[src/rtl/rmp_pkg.sv]
package rmp_pkg;

    // Target encoding shared by both request ports.
    typedef enum logic [1:0] {
        TGT_NONE  = 2'd0,
        TGT_NVM   = 2'd1,
        TGT_BANK0 = 2'd2,
        TGT_BANK1 = 2'd3
    } rmp_tgt_e;

    // Control state: encoding equals the register bits {swap, remap}.
    typedef enum logic [1:0] {
        MAP_PLAIN    = 2'b00,
        MAP_LOW0     = 2'b01,
        MAP_PLAIN_SW = 2'b10,
        MAP_LOW1     = 2'b11
    } rmp_map_e;

endpackage

[src/rtl/rmp_ctrl.sv]
module rmp_ctrl
    import rmp_pkg::*;
#(
    parameter int DATA_W = 32
) (
    input  logic              clk,
    input  logic              rst_n,
    input  logic              cfg_we,
    input  logic [DATA_W-1:0] cfg_wdata,
    output logic [DATA_W-1:0] cfg_rdata,
    output logic              remap_on,
    output logic              swap_on
);

    rmp_map_e state_q, state_d;

    // Next-state: a write names the target state directly.
    always_comb begin
        state_d = state_q;
        if (cfg_we) begin
            unique case (cfg_wdata[1:0])
                2'b00:   state_d = MAP_PLAIN;
                2'b01:   state_d = MAP_LOW0;
                2'b10:   state_d = MAP_PLAIN_SW;
                default: state_d = MAP_LOW1;
            endcase
        end
    end

    always_ff @(posedge clk or negedge rst_n) begin
        if (!rst_n) state_q <= MAP_PLAIN;
        else        state_q <= state_d;
    end

    // Output decode of the state.
    always_comb begin
        remap_on = 1'b0;
        swap_on  = 1'b0;
        unique case (state_q)
            MAP_PLAIN:    begin remap_on = 1'b0; swap_on = 1'b0; end
            MAP_LOW0:     begin remap_on = 1'b1; swap_on = 1'b0; end
            MAP_PLAIN_SW: begin remap_on = 1'b0; swap_on = 1'b1; end
            MAP_LOW1:     begin remap_on = 1'b1; swap_on = 1'b1; end
            default:      begin remap_on = 1'b0; swap_on = 1'b0; end
        endcase
        cfg_rdata    = '0;
        cfg_rdata[0] = remap_on;
        cfg_rdata[1] = swap_on;
    end

    assert_write_lands_R2: assert property (@(posedge clk) disable iff (!rst_n)
        cfg_we |=> (cfg_rdata[1:0] == $past(cfg_wdata[1:0])));

    assert_hold_without_write_R2: assert property (@(posedge clk) disable iff (!rst_n)
        !cfg_we |=> $stable(cfg_rdata));

endmodule

[src/rtl/rmp_code_dec.sv]
module rmp_code_dec
    import rmp_pkg::*;
#(
    parameter int ADDR_W     = 32,
    parameter int BANK_BYTES = 32768,
    parameter int NVM_BYTES  = 262144,
    parameter int OFF_W      = 18
) (
    input  logic [ADDR_W-1:0] addr,
    input  logic              remap_on,
    input  logic              swap_on,
    output rmp_tgt_e          tgt,
    output logic [OFF_W-1:0]  off
);

    localparam int                BANK_AW  = $clog2(BANK_BYTES);
    localparam logic [ADDR_W-1:0] PAIR_END = ADDR_W'(2 * BANK_BYTES);
    localparam logic [ADDR_W-1:0] NVM_END  = ADDR_W'(NVM_BYTES);

    logic in_pair, in_nvm, upper_half;

    always_comb begin
        in_pair    = addr < PAIR_END;
        in_nvm     = addr < NVM_END;
        upper_half = addr[BANK_AW];
        tgt        = TGT_NONE;
        off        = '0;
        if (remap_on) begin
            if (in_pair) begin
                // Swap flips which bank answers the lower half.
                tgt = (upper_half ^ swap_on) ? TGT_BANK1 : TGT_BANK0;
                off = OFF_W'(addr[BANK_AW-1:0]);
            end
        end else if (in_nvm) begin
            tgt = TGT_NVM;
            off = OFF_W'(addr[OFF_W-1:0]);
        end
    end

endmodule

[src/rtl/rmp_sys_dec.sv]
module rmp_sys_dec
    import rmp_pkg::*;
#(
    parameter int              ADDR_W     = 32,
    parameter int              BANK_BYTES = 32768,
    parameter logic [31:0]     SYS_BASE   = 32'h2000_0000,
    parameter int              OFF_W      = 18
) (
    input  logic [ADDR_W-1:0] addr,
    output rmp_tgt_e          tgt,
    output logic [OFF_W-1:0]  off
);

    localparam int                BANK_AW  = $clog2(BANK_BYTES);
    localparam logic [ADDR_W-1:0] PAIR_END = ADDR_W'(2 * BANK_BYTES);
    localparam logic [ADDR_W-1:0] BASE     = ADDR_W'(SYS_BASE);

    logic [ADDR_W-1:0] rel;

    always_comb begin
        rel = addr - BASE;
        tgt = TGT_NONE;
        off = '0;
        if (addr >= BASE && rel < PAIR_END) begin
            tgt = rel[BANK_AW] ? TGT_BANK1 : TGT_BANK0;
            off = OFF_W'(rel[BANK_AW-1:0]);
        end
    end

endmodule

[src/rtl/rmp_rsp_reg.sv]
module rmp_rsp_reg
    import rmp_pkg::*;
#(
    parameter int OFF_W = 18
) (
    input  logic             clk,
    input  logic             rst_n,
    input  logic             req_vld,
    input  rmp_tgt_e         dec_tgt,
    input  logic [OFF_W-1:0] dec_off,
    output logic             rsp_vld,
    output rmp_tgt_e         rsp_tgt,
    output logic [OFF_W-1:0] rsp_off,
    output logic             rsp_miss
);

    always_ff @(posedge clk or negedge rst_n) begin
        if (!rst_n) begin
            rsp_vld  <= 1'b0;
            rsp_tgt  <= TGT_NONE;
            rsp_off  <= '0;
            rsp_miss <= 1'b0;
        end else begin
            rsp_vld  <= req_vld;
            rsp_tgt  <= req_vld ? dec_tgt : TGT_NONE;
            rsp_off  <= req_vld ? dec_off : '0;
            rsp_miss <= req_vld && (dec_tgt == TGT_NONE);
        end
    end

    assert_rsp_follows_req_R10: assert property (@(posedge clk) disable iff (!rst_n)
        req_vld |=> rsp_vld);

    assert_idle_quiet_R10: assert property (@(posedge clk) disable iff (!rst_n)
        !req_vld |=> (!rsp_vld && rsp_tgt == TGT_NONE && !rsp_miss && rsp_off == '0));

endmodule

[src/rtl/rmp_remap_top.sv]
module rmp_remap_top
    import rmp_pkg::*;
#(
    parameter int          ADDR_W     = 32,
    parameter int          DATA_W     = 32,
    parameter int          BANK_BYTES = 32768,
    parameter int          NVM_BYTES  = 262144,
    parameter logic [31:0] SYS_BASE   = 32'h2000_0000,
    localparam int         OFF_W      = $clog2(NVM_BYTES)
) (
    input  logic              clk,
    input  logic              rst_n,
    input  logic              cfg_we,
    input  logic [DATA_W-1:0] cfg_wdata,
    output logic [DATA_W-1:0] cfg_rdata,
    input  logic              code_req,
    input  logic [ADDR_W-1:0] code_addr,
    output logic              code_rsp,
    output logic [1:0]        code_tgt,
    output logic [OFF_W-1:0]  code_off,
    output logic              code_miss,
    input  logic              sys_req,
    input  logic [ADDR_W-1:0] sys_addr,
    output logic              sys_rsp,
    output logic [1:0]        sys_tgt,
    output logic [OFF_W-1:0]  sys_off,
    output logic              sys_miss
);

    localparam int N_PORT = 2;  // 0 = code bus, 1 = system bus

    logic remap_on, swap_on;

    rmp_ctrl #(.DATA_W(DATA_W)) u_ctrl (
        .clk      (clk),
        .rst_n    (rst_n),
        .cfg_we   (cfg_we),
        .cfg_wdata(cfg_wdata),
        .cfg_rdata(cfg_rdata),
        .remap_on (remap_on),
        .swap_on  (swap_on)
    );

    rmp_tgt_e               dec_tgt  [N_PORT];
    logic [OFF_W-1:0]       dec_off  [N_PORT];
    logic [N_PORT-1:0]      req_v;
    logic [N_PORT-1:0]      rsp_v;
    logic [N_PORT-1:0]      rsp_m;
    rmp_tgt_e               rsp_t    [N_PORT];
    logic [OFF_W-1:0]       rsp_o    [N_PORT];

    assign req_v = {sys_req, code_req};

    rmp_code_dec #(
        .ADDR_W(ADDR_W), .BANK_BYTES(BANK_BYTES), .NVM_BYTES(NVM_BYTES), .OFF_W(OFF_W)
    ) u_code_dec (
        .addr    (code_addr),
        .remap_on(remap_on),
        .swap_on (swap_on),
        .tgt     (dec_tgt[0]),
        .off     (dec_off[0])
    );

    rmp_sys_dec #(
        .ADDR_W(ADDR_W), .BANK_BYTES(BANK_BYTES), .SYS_BASE(SYS_BASE), .OFF_W(OFF_W)
    ) u_sys_dec (
        .addr(sys_addr),
        .tgt (dec_tgt[1]),
        .off (dec_off[1])
    );

    for (genvar p = 0; p < N_PORT; p++) begin : g_port
        rmp_rsp_reg #(.OFF_W(OFF_W)) u_rsp (
            .clk     (clk),
            .rst_n   (rst_n),
            .req_vld (req_v[p]),
            .dec_tgt (dec_tgt[p]),
            .dec_off (dec_off[p]),
            .rsp_vld (rsp_v[p]),
            .rsp_tgt (rsp_t[p]),
            .rsp_off (rsp_o[p]),
            .rsp_miss(rsp_m[p])
        );
    end

    assign code_rsp  = rsp_v[0];
    assign code_tgt  = rsp_t[0];
    assign code_off  = rsp_o[0];
    assign code_miss = rsp_m[0];
    assign sys_rsp   = rsp_v[1];
    assign sys_tgt   = rsp_t[1];
    assign sys_off   = rsp_o[1];
    assign sys_miss  = rsp_m[1];

    // A bank on the code bus requires remap to have been on when decoded.
    assert_bank_needs_remap_R4: assert property (@(posedge clk) disable iff (!rst_n)
        (code_tgt == TGT_BANK0 || code_tgt == TGT_BANK1) |-> $past(remap_on));

    // The NVM on the code bus requires remap off when decoded.
    assert_nvm_only_plain_R3: assert property (@(posedge clk) disable iff (!rst_n)
        (code_tgt == TGT_NVM) |-> !$past(remap_on));

    assert_sys_never_nvm_R9: assert property (@(posedge clk) disable iff (!rst_n)
        sys_tgt != TGT_NVM);

endmodule

[config.mk]
export PLATFORM = sky130hd
export DESIGN_NAME = rmp_remap_top
export DESIGN_NICKNAME = d
export VERILOG_FILES = /design/src/rtl/rmp_pkg.sv /design/src/rtl/rmp_ctrl.sv /design/src/rtl/rmp_code_dec.sv /design/src/rtl/rmp_sys_dec.sv /design/src/rtl/rmp_rsp_reg.sv /design/src/rtl/rmp_remap_top.sv
export SDC_FILE = /design/constraint.sdc
export NUM_CORES = 1
export LEC_CHECK = 0
export BUFFER_PORTS_ARGS = -buffer_cell sky130_fd_sc_hd__buf_2
export CAP_MARGIN = 0
export CORE_UTILIZATION = 41
export DETAILED_ROUTE_END_ITERATION = 7
export PLACE_DENSITY = 0.85
export RECOVER_POWER = 50
export SLEW_MARGIN = 20
export SYNTH_ARGS = -nofsm -noshare
export SYNTH_HDL_FRONTEND = slang
export SYNTH_SLANG_ARGS = --single-unit
[constraint.sdc]
create_clock -name clk -period 3.7 [get_ports clk]
set_input_delay 0.37 -clock clk [delete_from_list [all_inputs] [get_ports clk]]
set_output_delay 0.37 -clock clk [all_outputs]
set_load 0.02 [all_outputs]
==> flow_metrics.env <==
export IMPL_post_cts_setup_buffers=0
export IMPL_seq_area_frac_synth_pct=51.9
export IMPL_clock_tree_from_tritoncts="yes"
export IMPL_p_per_area_nw_per_um2=340
export IMPL_ant_nets=0
export IMPL_min_path_type="input port to flip-flop"
export IMPL_antenna_cells_inserted=0
export IMPL_global_route_overflow_total=0
export IMPL_worst_setup_path_end_kind="asynchronous set/reset pin"
export IMPL_ioPinCount=177
export IMPL_critPathKind="input port to asynchronous set/reset pin"
export IMPL_final_setup_fails=0
export IMPL_fin_skew_ps=3.44
export IMPL_post_synth_num_cell_types=21
export IMPL_ctsRootBufferMaster="sky130_fd_sc_hd__clkbuf_8"
export IMPL_core_rowCount=25
export IMPL_crit_path_start_kind="input port"
export IMPL_yosysTopAreaCellShare_pct=51.9
export IMPL_post_cts_resized=0
export IMPL_die_w_um=73.1
export IMPL_die_area_sq_um=5340
export IMPL_postPlaceCellArea_sq_um=2530
export IMPL_clk_transition_reported_paths_ps=80
export IMPL_grt_antenna_before_repair=0
export IMPL_yosys_top_cells_area="sky130_fd_sc_hd__dfrtp_1, sky130_fd_sc_hd__buf_4, sky130_fd_sc_hd__nor4b_2, sky130_fd_sc_hd__nor3_2, sky130_fd_sc_hd__nand2_1"
export IMPL_synth_seq_cells=43
export IMPL_maxCapViolations=1
export IMPL_initial_core_util_pct=43.3
export IMPL_floorplan_core_area_sq_um=4790
export IMPL_grt_total_usage_pct=14.8
export IMPL_ys_warnings_count=0
export IMPL_drt_initial_drc_count=55
export IMPL_wl_per_cell_um=11.3
export IMPL_failed_checks="capacitance limit, slew limit"
export IMPL_final_layout_size_suffix_gt1_share_pct=47.8
export IMPL_die_h_um=73.1
export IMPL_grt_pass1_wl_um=5950
export IMPL_drt_pass1_iterations=4
export IMPL_routed_wirelength_um=3910
export IMPL_drcViolationCount=0
export IMPL_post_syn_area_sq_um=2070
export IMPL_worstPathMaxFanout=43
export IMPL_power_leakage_uw=0.00130
export IMPL_cts_path_max_buffers=2
export IMPL_synth_cells=171
export IMPL_hold_viol_final=0
export IMPL_worstPathRequired_ps=3650
export IMPL_max_slew_margin_rel_pct=-48.1
export IMPL_cts_made_buffers=5
export IMPL_numClockSinks=43
export IMPL_per_cell_via_count_in_the_routed_design=4.41
export IMPL_min_period_ps=2000
export IMPL_totalNegativeSetupSlack_ps=0
export IMPL_syn_mean_instance_area_sq_um=12.1
export IMPL_worst_path_dominant_cell_family="buffers and inverters"
export IMPL_yosys_area_top_type="sky130_fd_sc_hd__dfrtp_1"
export IMPL_fin_total_pwr_uw=880
export IMPL_route_vias_total=1520
export IMPL_timing_final_crit_share_pct=54.1
export IMPL_slowest_delay_ps=1560
export IMPL_critical_path_slowest_cell="sky130_fd_sc_hd__clkbuf_1"
export IMPL_htree_levels=2
export IMPL_gp_congestion=0.724
export IMPL_unrepaired_setup_endpoints_after_global_routing="false"
export IMPL_crit_path_cell_trace="clkbuf_1"
export IMPL_grt_pass1_vias=1386
export IMPL_clock_latency_ps=290
export IMPL_timing_critical_path_arrival_ps=1950
export IMPL_detailedPlacementHpwl_um=2910
export IMPL_max_freq_mhz=500
export IMPL_grt_max_degree=44
export IMPL_crit_buf_inv=1
export IMPL_syn2layout_area_growth_pct=24.8
export IMPL_layout_cell_area_non_filler_sq_um=2590
export IMPL_irDropWorstVdd_mv=0.155
export IMPL_worst_slew_pin_transition_ps=2220
export IMPL_portBuffers=113
export IMPL_status="finished, violations left"
export IMPL_final_net_count=379
export IMPL_n_fill_cell=466
export IMPL_stdcell_count=345
export IMPL_drv_slew=44
export IMPL_cts_hold_buffers=0
export IMPL_post_place_cells=337
[metrics by stage]
step | setup WS (ps) | hold slack, ps | util, %
4_1_cts | 2120 | 220 | 54.6
5_1_grt | 1250 | 231 | 54.0
2_1_floorplan | 2250 | 74.4 | -
6_report | 1700 | 244 | 54.0
3_3_place_gp | 1850 | 512 | 52.8
3_5_place_dp | 1820 | 520 | 52.8
[per-layer routing]
| layer | up-vias | part of all wire [%] | GRT usage, % |
|---|---|---|---|
| li1 | 722 | - | - |
| met1 | 698 | 37 | 14.6 |
| met2 | 91 | 52 | 28.0 |
| met3 | 9 | 9.6 | 4.97 |
| met4 | 0 | 2.0 | 5.88 |
| met5 | - | 0 | 0 |
[cell usage in the layout (no fill, tap or decap)]
| cell | Yosys | final |
|---|---|---|
| sky130_fd_sc_hd__clkinvlp_4 | 0 | 1 |
| sky130_fd_sc_hd__buf_4 | 38 | 1 |
| sky130_fd_sc_hd__nor3_2 | 10 | 10 |
| sky130_fd_sc_hd__nand3_1 | 1 | 1 |
| sky130_fd_sc_hd__xnor2_1 | 2 | 2 |
| sky130_fd_sc_hd__nor4_1 | 3 | 3 |
| sky130_fd_sc_hd__nand3_2 | 1 | 1 |
| sky130_fd_sc_hd__ha_1 | 1 | 1 |
| sky130_fd_sc_hd__nor4_2 | 4 | 4 |
| sky130_fd_sc_hd__inv_1 | 7 | 7 |
| sky130_fd_sc_hd__dfrtp_1 | 43 | 43 |
| sky130_fd_sc_hd__nor4b_2 | 17 | 17 |
| sky130_fd_sc_hd__nand2_1 | 17 | 17 |
| sky130_fd_sc_hd__clkbuf_1 | 6 | 21 |
| sky130_fd_sc_hd__nor3_1 | 9 | 9 |
| sky130_fd_sc_hd__buf_2 | 3 | 93 |
| sky130_fd_sc_hd__nor2_1 | 1 | 1 |
| sky130_fd_sc_hd__a2111oi_1 | 1 | 1 |
| sky130_fd_sc_hd__clkbuf_8 | 0 | 5 |
| sky130_fd_sc_hd__conb_1 | 1 | 33 |
| sky130_fd_sc_hd__nand4_1 | 1 | 1 |
| sky130_fd_sc_hd__mux2_1 | 2 | 2 |
| sky130_fd_sc_hd__o21a_1 | 3 | 3 |
| sky130_fd_sc_hd__clkinv_2 | 0 | 1 |
[sequential cells by signal, indices dropped and copies added (netlist names)]
name,cells
g_port.u_rsp.rsp_tgt,4
g_port.u_rsp.rsp_miss,2
u_ctrl.state_q,2
g_port.u_rsp.rsp_vld,2
g_port.u_rsp.rsp_off,33
[synthesized netlist by cell type, drive strengths merged]
cell / instances
dfrtp: 43
buf: 41
nor3: 19
nand2: 17
nor4b: 17
inv: 7
nor4: 7
clkbuf: 6
o21a: 3
mux2: 2
nand3: 2
xnor2: 2
a2111oi: 1
conb: 1
ha: 1
nand4: 1
nor2: 1
[path summary, 6_finish.rpt]
path | start | end | slack (ps) | cells after the start
max reg2reg | u_ctrl.state_q[0] | g_port[0].u_rsp.rsp_tgt[0] | 2140 | 2
min reg2reg | u_ctrl.state_q[1] | u_ctrl.state_q[1] | 530 | 1
max in group clk | sys_addr[29] | g_port[1].u_rsp.rsp_miss | 2140 | 6
min | code_req | g_port[0].u_rsp.rsp_vld | 240 | 1
min in group asynchronous | rst_n | g_port[0].u_rsp.rsp_tgt[1] | 730 | 1
max | rst_n | g_port[1].u_rsp.rsp_off[4] | 1700 | 1
[kinds of logic after synthesis]
kind of cell               count (synthesis)  share of synthesized area, %
DFF                                       43                          51.9
adders and majority gates                  1                         0.604
AOI/OAI and AO/OA                          4                          1.57
muxes                                      2                          1.09
buffers and inverters                     54                          16.8
xor gates and xnor gates                   2                         0.846
other                                      1                         0.181
and+or+nand+nor                           64                          26.9
[area by class of cell]
| type | instances | area, sq um | share of cell area, % |
|---|---|---|---|
| multi-input cells | 106 | 767 | 29.7 |
| clock buffers | 6 | 72.6 | 2.81 |
| repair buffers | 114 | 548 | 21.2 |
| well taps | 67 | 83.8 | 3.24 |
| flip-flops and latches | 43 | 1080 | 41.6 |
| inverters | 7 | 26.3 | 1.02 |
| clock inverters | 2 | 12.5 | 0.484 |
[power by group]
group | leakage (uW) | switching, uW | internal (uW)
clock | 0.0000412 | 148 | 132
sequential | 0.000587 | 4.02 | 474
combinational | 0.000674 | 81.5 | 41.7
Power figures use the tool's default switching activity.
